==> config.mk <==
export PLATFORM = sky130hd
export DESIGN_NAME = stream_prefetch
export DESIGN_NICKNAME = d
export VERILOG_FILES = /design/src/rtl/spf_pkg.sv /design/src/rtl/spf_stream_table.sv /design/src/rtl/spf_issue_arb.sv /design/src/rtl/spf_miss_filter.sv /design/src/rtl/stream_prefetch.sv
export SDC_FILE = /design/constraint.sdc
export NUM_CORES = 1
export LEC_CHECK = 0
export ABC_CLOCK_PERIOD_IN_PS = 6100
export BUFFER_PORTS_ARGS = -buffer_cell sky130_fd_sc_hd__clkbuf_2
export CORE_UTILIZATION = 43
export CTS_BUF_LIST = sky130_fd_sc_hd__clkbuf_4
export DETAILED_ROUTE_END_ITERATION = 16
export MAX_ROUTING_LAYER = met4
export SKIP_CTS_REPAIR_TIMING = 1
export SLEW_MARGIN = 0
export SYNTH_ARGS = -nofsm -noshare
export SYNTH_HDL_FRONTEND = slang
export SYNTH_SLANG_ARGS = --single-unit
==> constraint.sdc <==
create_clock -name clk -period 6.1 [get_ports clk]
set_clock_uncertainty 0.1 [all_clocks]
set_input_delay 0.305 -clock clk [delete_from_list [all_inputs] [get_ports clk]]
set_output_delay 0.305 -clock clk [all_outputs]
set_load 0.02 [all_outputs]
==> src/rtl/spf_pkg.sv <==
package spf_pkg;
  typedef enum logic {DIR_UP = 1'b0, DIR_DN = 1'b1} dir_e;
endpackage

==> src/rtl/spf_stream_table.sv <==
module spf_stream_table
  import spf_pkg::*;
#(
  parameter int ENTRIES = 4,
  parameter int LINE_W  = 26
) (
  input  logic                            clk,
  input  logic                            rst,
  input  logic                            ld_valid,
  input  logic [LINE_W-1:0]               ld_line,
  input  logic [ENTRIES-1:0]              grant,
  output logic [ENTRIES-1:0]              pend,
  output logic [ENTRIES-1:0][LINE_W-1:0]  tgt
);
  localparam int AGE_W = (ENTRIES > 1) ? $clog2(ENTRIES) : 1;

  logic [ENTRIES-1:0]             vld, conf;
  dir_e                           dir   [ENTRIES];
  logic [ENTRIES-1:0][LINE_W-1:0] line_q;
  logic [AGE_W-1:0]               age   [ENTRIES];

  logic [ENTRIES-1:0] m_same, m_up, m_dn, m_any;
  logic [AGE_W-1:0]   hit_idx, vic_idx, idx;
  logic               any_hit, has_free, adj_sel, up_sel;

  // Match logic: a confirmed stream only follows its own direction
  always_comb begin
    for (int i = 0; i < ENTRIES; i++) begin
      m_same[i] = vld[i] && (ld_line == line_q[i]);
      m_up[i]   = vld[i] && (ld_line == line_q[i] + LINE_W'(1)) &&
                  (!conf[i] || dir[i] == DIR_UP);
      m_dn[i]   = vld[i] && (ld_line == line_q[i] - LINE_W'(1)) &&
                  (!conf[i] || dir[i] == DIR_DN);
      m_any[i]  = m_same[i] | m_up[i] | m_dn[i];
    end
  end

  // Lowest-index hit, and the replacement victim
  always_comb begin
    hit_idx  = '0;
    any_hit  = 1'b0;
    vic_idx  = '0;
    has_free = 1'b0;
    for (int i = ENTRIES - 1; i >= 0; i--) begin
      if (m_any[i]) begin
        hit_idx = AGE_W'(i);
        any_hit = 1'b1;
      end
    end
    for (int i = ENTRIES - 1; i >= 0; i--) begin
      if (!has_free && age[i] == AGE_W'(ENTRIES - 1)) vic_idx = AGE_W'(i);
    end
    for (int i = ENTRIES - 1; i >= 0; i--) begin
      if (!vld[i]) begin
        vic_idx  = AGE_W'(i);
        has_free = 1'b1;
      end
    end
    idx     = any_hit ? hit_idx : vic_idx;
    adj_sel = any_hit && (m_up[hit_idx] || m_dn[hit_idx]);
    up_sel  = m_up[hit_idx];
  end

  always_ff @(posedge clk) begin
    if (rst) begin
      vld  <= '0;
      conf <= '0;
      pend <= '0;
      for (int i = 0; i < ENTRIES; i++) begin
        dir[i]    <= DIR_UP;
        line_q[i] <= '0;
        tgt[i]    <= '0;
        age[i]    <= AGE_W'(i);
      end
    end else begin
      for (int i = 0; i < ENTRIES; i++) begin
        if (grant[i]) pend[i] <= 1'b0;
      end
      if (ld_valid) begin
        for (int j = 0; j < ENTRIES; j++) begin
          if (AGE_W'(j) == idx)       age[j] <= '0;
          else if (age[j] < age[idx]) age[j] <= age[j] + AGE_W'(1);
        end
        if (!any_hit) begin
          vld[idx]    <= 1'b1;
          conf[idx]   <= 1'b0;
          line_q[idx] <= ld_line;
          pend[idx]   <= 1'b0;
        end else if (adj_sel) begin
          conf[idx]   <= 1'b1;
          dir[idx]    <= up_sel ? DIR_UP : DIR_DN;
          line_q[idx] <= ld_line;
          pend[idx]   <= 1'b1;
          tgt[idx]    <= up_sel ? ld_line + LINE_W'(1) : ld_line - LINE_W'(1);
        end
      end
    end
  end

  // Checks
  logic [ENTRIES-1:0] age_seen;
  always_comb begin
    age_seen = '0;
    for (int i = 0; i < ENTRIES; i++) age_seen[age[i]] = 1'b1;
  end

  a_r9_lru_permutation: assert property (@(posedge clk) disable iff (rst)
    age_seen == {ENTRIES{1'b1}});
  a_r9_touch_mru: assert property (@(posedge clk) disable iff (rst)
    ld_valid |=> age[$past(idx)] == '0);
  a_r5_step_queues: assert property (@(posedge clk) disable iff (rst)
    (ld_valid && adj_sel) |=> pend[$past(idx)]);
  a_r3_alloc_quiet: assert property (@(posedge clk) disable iff (rst)
    (ld_valid && !any_hit) |=> !pend[$past(idx)]);
endmodule

==> src/rtl/spf_issue_arb.sv <==
module spf_issue_arb #(
  parameter int ENTRIES = 4,
  parameter int ADDR_W  = 32,
  parameter int OFF     = 6,
  parameter int CNT_W   = 4,
  parameter int WMARK   = 4
) (
  input  logic                                  clk,
  input  logic                                  rst,
  input  logic                                  ld_valid,
  input  logic [ADDR_W-1:0]                     ld_addr,
  input  logic [CNT_W-1:0]                      dem_pending,
  input  logic [ENTRIES-1:0]                    pend,
  input  logic [ENTRIES-1:0][ADDR_W-OFF-1:0]    tgt,
  output logic [ENTRIES-1:0]                    grant,
  output logic                                  lk_req_valid,
  output logic                                  lk_req_pf,
  output logic [ADDR_W-1:0]                     lk_req_addr
);
  localparam int LINE_W = ADDR_W - OFF;
  localparam int SEL_W  = (ENTRIES > 1) ? $clog2(ENTRIES) : 1;

  logic [SEL_W-1:0] sel;
  logic             any_pend, throttled, pf_go;

  always_comb begin
    sel      = '0;
    any_pend = 1'b0;
    for (int i = ENTRIES - 1; i >= 0; i--) begin
      if (pend[i]) begin
        sel      = SEL_W'(i);
        any_pend = 1'b1;
      end
    end
    throttled = dem_pending > CNT_W'(WMARK);
    pf_go     = any_pend && !ld_valid && !throttled;
    grant     = '0;
    if (pf_go) grant[sel] = 1'b1;
  end

  always_ff @(posedge clk) begin
    if (rst) begin
      lk_req_valid <= 1'b0;
      lk_req_pf    <= 1'b0;
      lk_req_addr  <= '0;
    end else if (ld_valid) begin
      lk_req_valid <= 1'b1;
      lk_req_pf    <= 1'b0;
      lk_req_addr  <= ld_addr;
    end else if (pf_go) begin
      lk_req_valid <= 1'b1;
      lk_req_pf    <= 1'b1;
      lk_req_addr  <= {tgt[sel], {OFF{1'b0}}};
    end else begin
      lk_req_valid <= 1'b0;
      lk_req_pf    <= 1'b0;
    end
  end

  a_r6_demand_wins: assert property (@(posedge clk) disable iff (rst)
    ld_valid |=> lk_req_valid && !lk_req_pf && lk_req_addr == $past(ld_addr));
  a_r7_throttle: assert property (@(posedge clk) disable iff (rst)
    (dem_pending > CNT_W'(WMARK)) |=> !(lk_req_valid && lk_req_pf));
  a_r6_single_grant: assert property (@(posedge clk) disable iff (rst)
    $onehot0(grant));
  a_r3_pf_aligned: assert property (@(posedge clk) disable iff (rst)
    (lk_req_valid && lk_req_pf) |-> lk_req_addr[OFF-1:0] == '0);
  initial begin
    assert (LINE_W > 1);
  end
endmodule

==> src/rtl/spf_miss_filter.sv <==
module spf_miss_filter #(
  parameter int ADDR_W = 32
) (
  input  logic              clk,
  input  logic              rst,
  input  logic              rsp_valid,
  input  logic              rsp_pf,
  input  logic              rsp_hit,
  input  logic [ADDR_W-1:0] rsp_addr,
  output logic              mem_req_valid,
  output logic [ADDR_W-1:0] mem_req_addr
);
  always_ff @(posedge clk) begin
    if (rst) begin
      mem_req_valid <= 1'b0;
      mem_req_addr  <= '0;
    end else begin
      mem_req_valid <= rsp_valid && rsp_pf && !rsp_hit;
      if (rsp_valid && rsp_pf && !rsp_hit) mem_req_addr <= rsp_addr;
    end
  end

  a_r8_miss_goes_out: assert property (@(posedge clk) disable iff (rst)
    (rsp_valid && rsp_pf && !rsp_hit) |=> mem_req_valid && mem_req_addr == $past(rsp_addr));
  a_r8_hit_stays: assert property (@(posedge clk) disable iff (rst)
    (rsp_valid && rsp_hit) |=> !mem_req_valid);
  a_r8_demand_stays: assert property (@(posedge clk) disable iff (rst)
    (rsp_valid && !rsp_pf) |=> !mem_req_valid);
endmodule

==> src/rtl/stream_prefetch.sv <==
module stream_prefetch #(
  parameter int ENTRIES    = 4,
  parameter int ADDR_W     = 32,
  parameter int LINE_BYTES = 64,
  parameter int CNT_W      = 4,
  parameter int WMARK      = 4
) (
  input  logic              clk,
  input  logic              rst,
  input  logic              ld_valid,
  input  logic [ADDR_W-1:0] ld_addr,
  input  logic [CNT_W-1:0]  dem_pending,
  output logic              lk_req_valid,
  output logic              lk_req_pf,
  output logic [ADDR_W-1:0] lk_req_addr,
  input  logic              lk_rsp_valid,
  input  logic              lk_rsp_pf,
  input  logic              lk_rsp_hit,
  input  logic [ADDR_W-1:0] lk_rsp_addr,
  output logic              mem_req_valid,
  output logic [ADDR_W-1:0] mem_req_addr
);
  localparam int OFF    = $clog2(LINE_BYTES);
  localparam int LINE_W = ADDR_W - OFF;

  logic [ENTRIES-1:0]             pend, grant;
  logic [ENTRIES-1:0][LINE_W-1:0] tgt;

  spf_stream_table #(.ENTRIES(ENTRIES), .LINE_W(LINE_W)) u_table (
    .clk(clk), .rst(rst), .ld_valid(ld_valid), .ld_line(ld_addr[ADDR_W-1:OFF]),
    .grant(grant), .pend(pend), .tgt(tgt)
  );

  spf_issue_arb #(.ENTRIES(ENTRIES), .ADDR_W(ADDR_W), .OFF(OFF),
                  .CNT_W(CNT_W), .WMARK(WMARK)) u_arb (
    .clk(clk), .rst(rst), .ld_valid(ld_valid), .ld_addr(ld_addr),
    .dem_pending(dem_pending), .pend(pend), .tgt(tgt), .grant(grant),
    .lk_req_valid(lk_req_valid), .lk_req_pf(lk_req_pf), .lk_req_addr(lk_req_addr)
  );

  spf_miss_filter #(.ADDR_W(ADDR_W)) u_miss (
    .clk(clk), .rst(rst), .rsp_valid(lk_rsp_valid), .rsp_pf(lk_rsp_pf),
    .rsp_hit(lk_rsp_hit), .rsp_addr(lk_rsp_addr),
    .mem_req_valid(mem_req_valid), .mem_req_addr(mem_req_addr)
  );

  a_r1_quiet_after_reset: assert property (@(posedge clk) disable iff (rst)
    $past(rst) |-> !lk_req_valid && !mem_req_valid);
endmodule

==> out/metrics.csv <==
stage;metric;value;unit
run_status;status;complete, but fails checks;
run_status;violations;hold timing, setup timing;
grt;grt_max_degree;66;
critical_path;critical_path.startpoint_type;register;
critical_path;critPathKind;register to register;
power_and_ir_drop;ir_worst_vdd;0.1546;mV
floorplan;initial_utilization;0.4373;
power_and_ir_drop;switching_share;0.3445;
critical_path;slowest_delay;0.48;ns
floorplan;die_x;225.3;um
sta;setup_viol;12;
critical_path;reg2reg_to;u_table.tgt[101];
routing;routed.top_layer;met4;
synthesis;synth_top_area_frac;0.2679;
clock_network;h-tree-depth;3;
grt;grt_pass1_wl;144.8;mm
floorplan;die_h;225.3;um
grt;antenna_found_initial;6;
placed_design;place_congestion;1.031;
critical_path;rrSetupSlack;-0.11;ns
critical_path;path_delay_family;compound AO/OA/AOI/OAI gates;
synthesis;synth.avg_cell_area;7.924;sq um
power_and_ir_drop;seqPwrFrac;0.387;
synthesis;yosys.cell_types.count;99;
routing;met3_length;8.719;mm
grt;grt_use_total;0.3902;
routing;dr_total_vias;24750;
synthesis;ys_ff_latch;299;
sta;maxSlewHeadroom;0.2086;
synthesis;yosysSeqAreaShare;0.2847;
critical_path;cp.required;6.77;ns
placed_design;dp_hpwl;72.55;mm
routing;viasPerCell;6.302;
routing;postRouteAntennaNets;0;
routing;drt_iter0_drc;2458;
sta;rsz0062_at_grt;true;
routing;met2WireLength;44.85;mm
sta;tightest_slew;1.186;ns
synthesis;ys_warn_count;0;
final_layout;final_cell_mix;buf_4 (402), nand2_1 (308), dfxtp_1 (286), nor2_1 (159), clkbuf_2 (139);
hold_path;hold_path_depth;3;
grt;grt_overflow;0;
sta;worst_slack;-0.1079;ns
synthesis;netlist_area;21450;sq um
routing;drc;0;
placed_design;io_buffers;140;
sta;clock.fmax;161.1;MHz
clock_network;cts_tree;yes;
critical_path;rr_worst_depth;25;
critical_path;worstReg2RegStart;u_table.line_q[1];
power_and_ir_drop;power_density;192.0;nW/um^2
final_layout;drive_gt1_frac;0.2518;
critical_path;arrival;6.88;ns
routing;wl_met1;41.52;mm
sta;fin_worst_hold_slack;-0.02464;ns
power_and_ir_drop;p_total;5.273;mW
synthesis;ys_top_cells_by_area;dfxtp_1 (27%), nand2_1 (5.4%), mux2i_1 (4.7%);
synthesis;synth_edf_count;12;
critical_path;cp-end-kind;register;
routing;wl_per_cell;25.53;um
grt;grt_pass1_vias;23200;
sta;min_period;6.208;ns
synthesis;yosysTopAreaCell;dfxtp_1;
clock_network;clockBufferDepth;3;
critical_path;slowest_stage;or4_4;
critical_path;path_max_fanout;5;
run;max_cap_violations;0;
floorplan;rows;81;
power_and_ir_drop;switchingPower;1.817;mW
critical_path;critPathBufInv;2;
floorplan;dieArea;50780;sq um
synthesis;ys_async_sr_fraction;0;
final_layout;nNetsFinal;3309;
synthesis;synth_ff_type;dfxtp_1;
clock_network;clock-sinks;299;
power_and_ir_drop;p_leak;10.91;nW
final_layout;num-fill-cells;4662;
sta;finalSetupTns;-0.9035;ns
sta;slew_viol_final;0;
hold_path;holdPathEnd;u_arb.lk_req_addr[2];
clock_network;cts_root_buf;clkbuf_4;
sta;hold_viol;2;
routing;first_pass_iters;8;
hold_path;hold_class;primary input to register;
routing;routed_wl;100.3;mm
clock_network;cts_made_buffers;85;
clock_network;clkSlewWorstSetupHoldPaths;0.06;ns
power_and_ir_drop;comb_power_share;0.250;
synthesis;synth_cells;2707;
hold_path;hold_path.startpoint;ld_valid;
power_and_ir_drop;power.share.clock;0.364;
final_layout;fin_util;0.5598;
clock_network;clkLatencyLatePin;0.90;ns
final_layout;final_common_cell;buf_4;
floorplan;io_pins;141;
power_and_ir_drop;p_int;3.457;mW
final_layout;syn_to_final_growth;28.03;%
floorplan;coreArea;49050;sq um
sta;fin_crit_sh;1.018;
synthesis;synth_nets;2822;
## synthesized netlist by cell type (17+ instances only)
| master | instances |
|---|---|
| nand3_1 | 102 |
| and3_1 | 38 |
| nor2_1 | 164 |
| buf_2 | 32 |
| or4_1 | 33 |
| o21ai_1 | 26 |
| nor3_1 | 102 |
| clkbuf_1 | 173 |
| or2_2 | 18 |
| or3_1 | 29 |
| a31oi_1 | 19 |
| a31o_1 | 27 |
| xnor2_1 | 106 |
| a22oi_1 | 35 |
| o21ai_0 | 85 |
| dfxtp_1 | 287 |
| nand2b_1 | 24 |
| ha_1 | 40 |
| nand2_1 | 308 |
| and4_1 | 29 |
| mux2i_1 | 100 |
| xor2_1 | 100 |
| a22o_1 | 102 |
| a21oi_1 | 100 |
| and2_1 | 17 |
| nor2b_1 | 20 |
| nand4_1 | 77 |
| a211oi_1 | 20 |
| nor4_1 | 70 |
| o211ai_1 | 17 |
| inv_1 | 51 |
| a221oi_1 | 33 |
## worst max-delay path by stage
stage                                  start                to  slack [ns]  cells past startpoint
after global placement     u_table.line_q[1]   u_table.tgt[75]       -0.30                     25
final                      u_table.line_q[1]  u_table.tgt[101]       -0.11                     25
after floorplan           u_table.line_q[53]  u_table.tgt[101]       0.005                     26
after detailed placement   u_table.line_q[1]   u_table.tgt[25]       -0.38                     25
after CTS                  u_table.line_q[1]   u_table.tgt[25]       -0.42                     25
after global routing       u_table.line_q[1]  u_table.tgt[101]       -0.36                     25
## state kept, by name, indices dropped and copies added, names as in the netlist, 4 cells and up, named ones only
signal / flops
u_table.pend: 4
u_arb.lk_req_addr: 32
u_table.dir: 4
u_table.tgt: 104
u_table.line_q: 104
u_table.age: 8
u_table.vld: 4
u_miss.mem_req_addr: 32
## power by group through the flow
stage | Clock [mW] | Sequential, mW | Combinational, mW
global route | 2.05 | 2.04 | 1.39
floorplan | 0 | 2.09 | 0.682
global placement | 0 | 2.08 | 1.21
detailed placement | 0 | 2.08 | 1.22
CTS | 1.94 | 2.04 | 1.23
finish | 1.92 | 2.04 | 1.32
## tightest hold or removal path, delay by kind of cell
family                 cells  cell delay [ns]
AO/OA/AOI/OAI              1             0.12
buffers and inverters      1             0.38
AND/OR/NAND/NOR            1             0.07
## area by class of cell
cell class                 instances  area (sq um)  share of cell area
clock inverter                    28         150.1            0.005467
timing repair buffer             633          4728              0.1722
sequential                       299          6107              0.2224
inverter                          56         212.7            0.007746
tap                              664         830.8             0.03025
antenna                            6         15.01           0.0005467
clock buffer                     122         915.9             0.03335
multi-input combinational       2119         14500              0.5281
## logic make-up (layout without fill, tap and decap cells)
| group | after synthesis | in the layout | synth area share |
|---|---|---|---|
| XOR/XNOR | 207 | 207 | 0.08517 |
| AO/OA/AOI/OAI | 654 | 654 | 0.2254 |
| flip-flops | 299 | 299 | 0.2847 |
| buffers and inverters | 289 | 839 | 0.05752 |
| other | 0 | 6 | 0 |
| AND/OR/NAND/NOR | 1115 | 1115 | 0.2753 |
| adder cells (fa/ha/maj) | 41 | 41 | 0.02427 |
| multiplexers | 102 | 102 | 0.04772 |
## metrics by stage
| step | setup WS [ns] | cell area (sq um) | hold WS [ns] | instances |
|---|---|---|---|---|
| after global routing | -0.3567 | 27460 | -0.01597 | 3927 |
| after floorplan | 0.004931 | 21620 | 0.3334 | 2707 |
| after global placement | -0.3031 | 25270 | 0.3412 | 3680 |
| after CTS | -0.4243 | 26340 | -0.4649 | 3830 |
| final | -0.1079 | 27460 | -0.02464 | 3927 |
| after detailed placement | -0.3835 | 25270 | 0.3480 | 3680 |
## routing by layer
metal	GRT usage	vias to the layer above
met5	-	-
met4	0.1839	0
met3	0.06949	275
met2	0.5914	1261
met1	0.5013	12090
li1	-	11130
No activity file was read; power rests on OpenSTA's default activity.
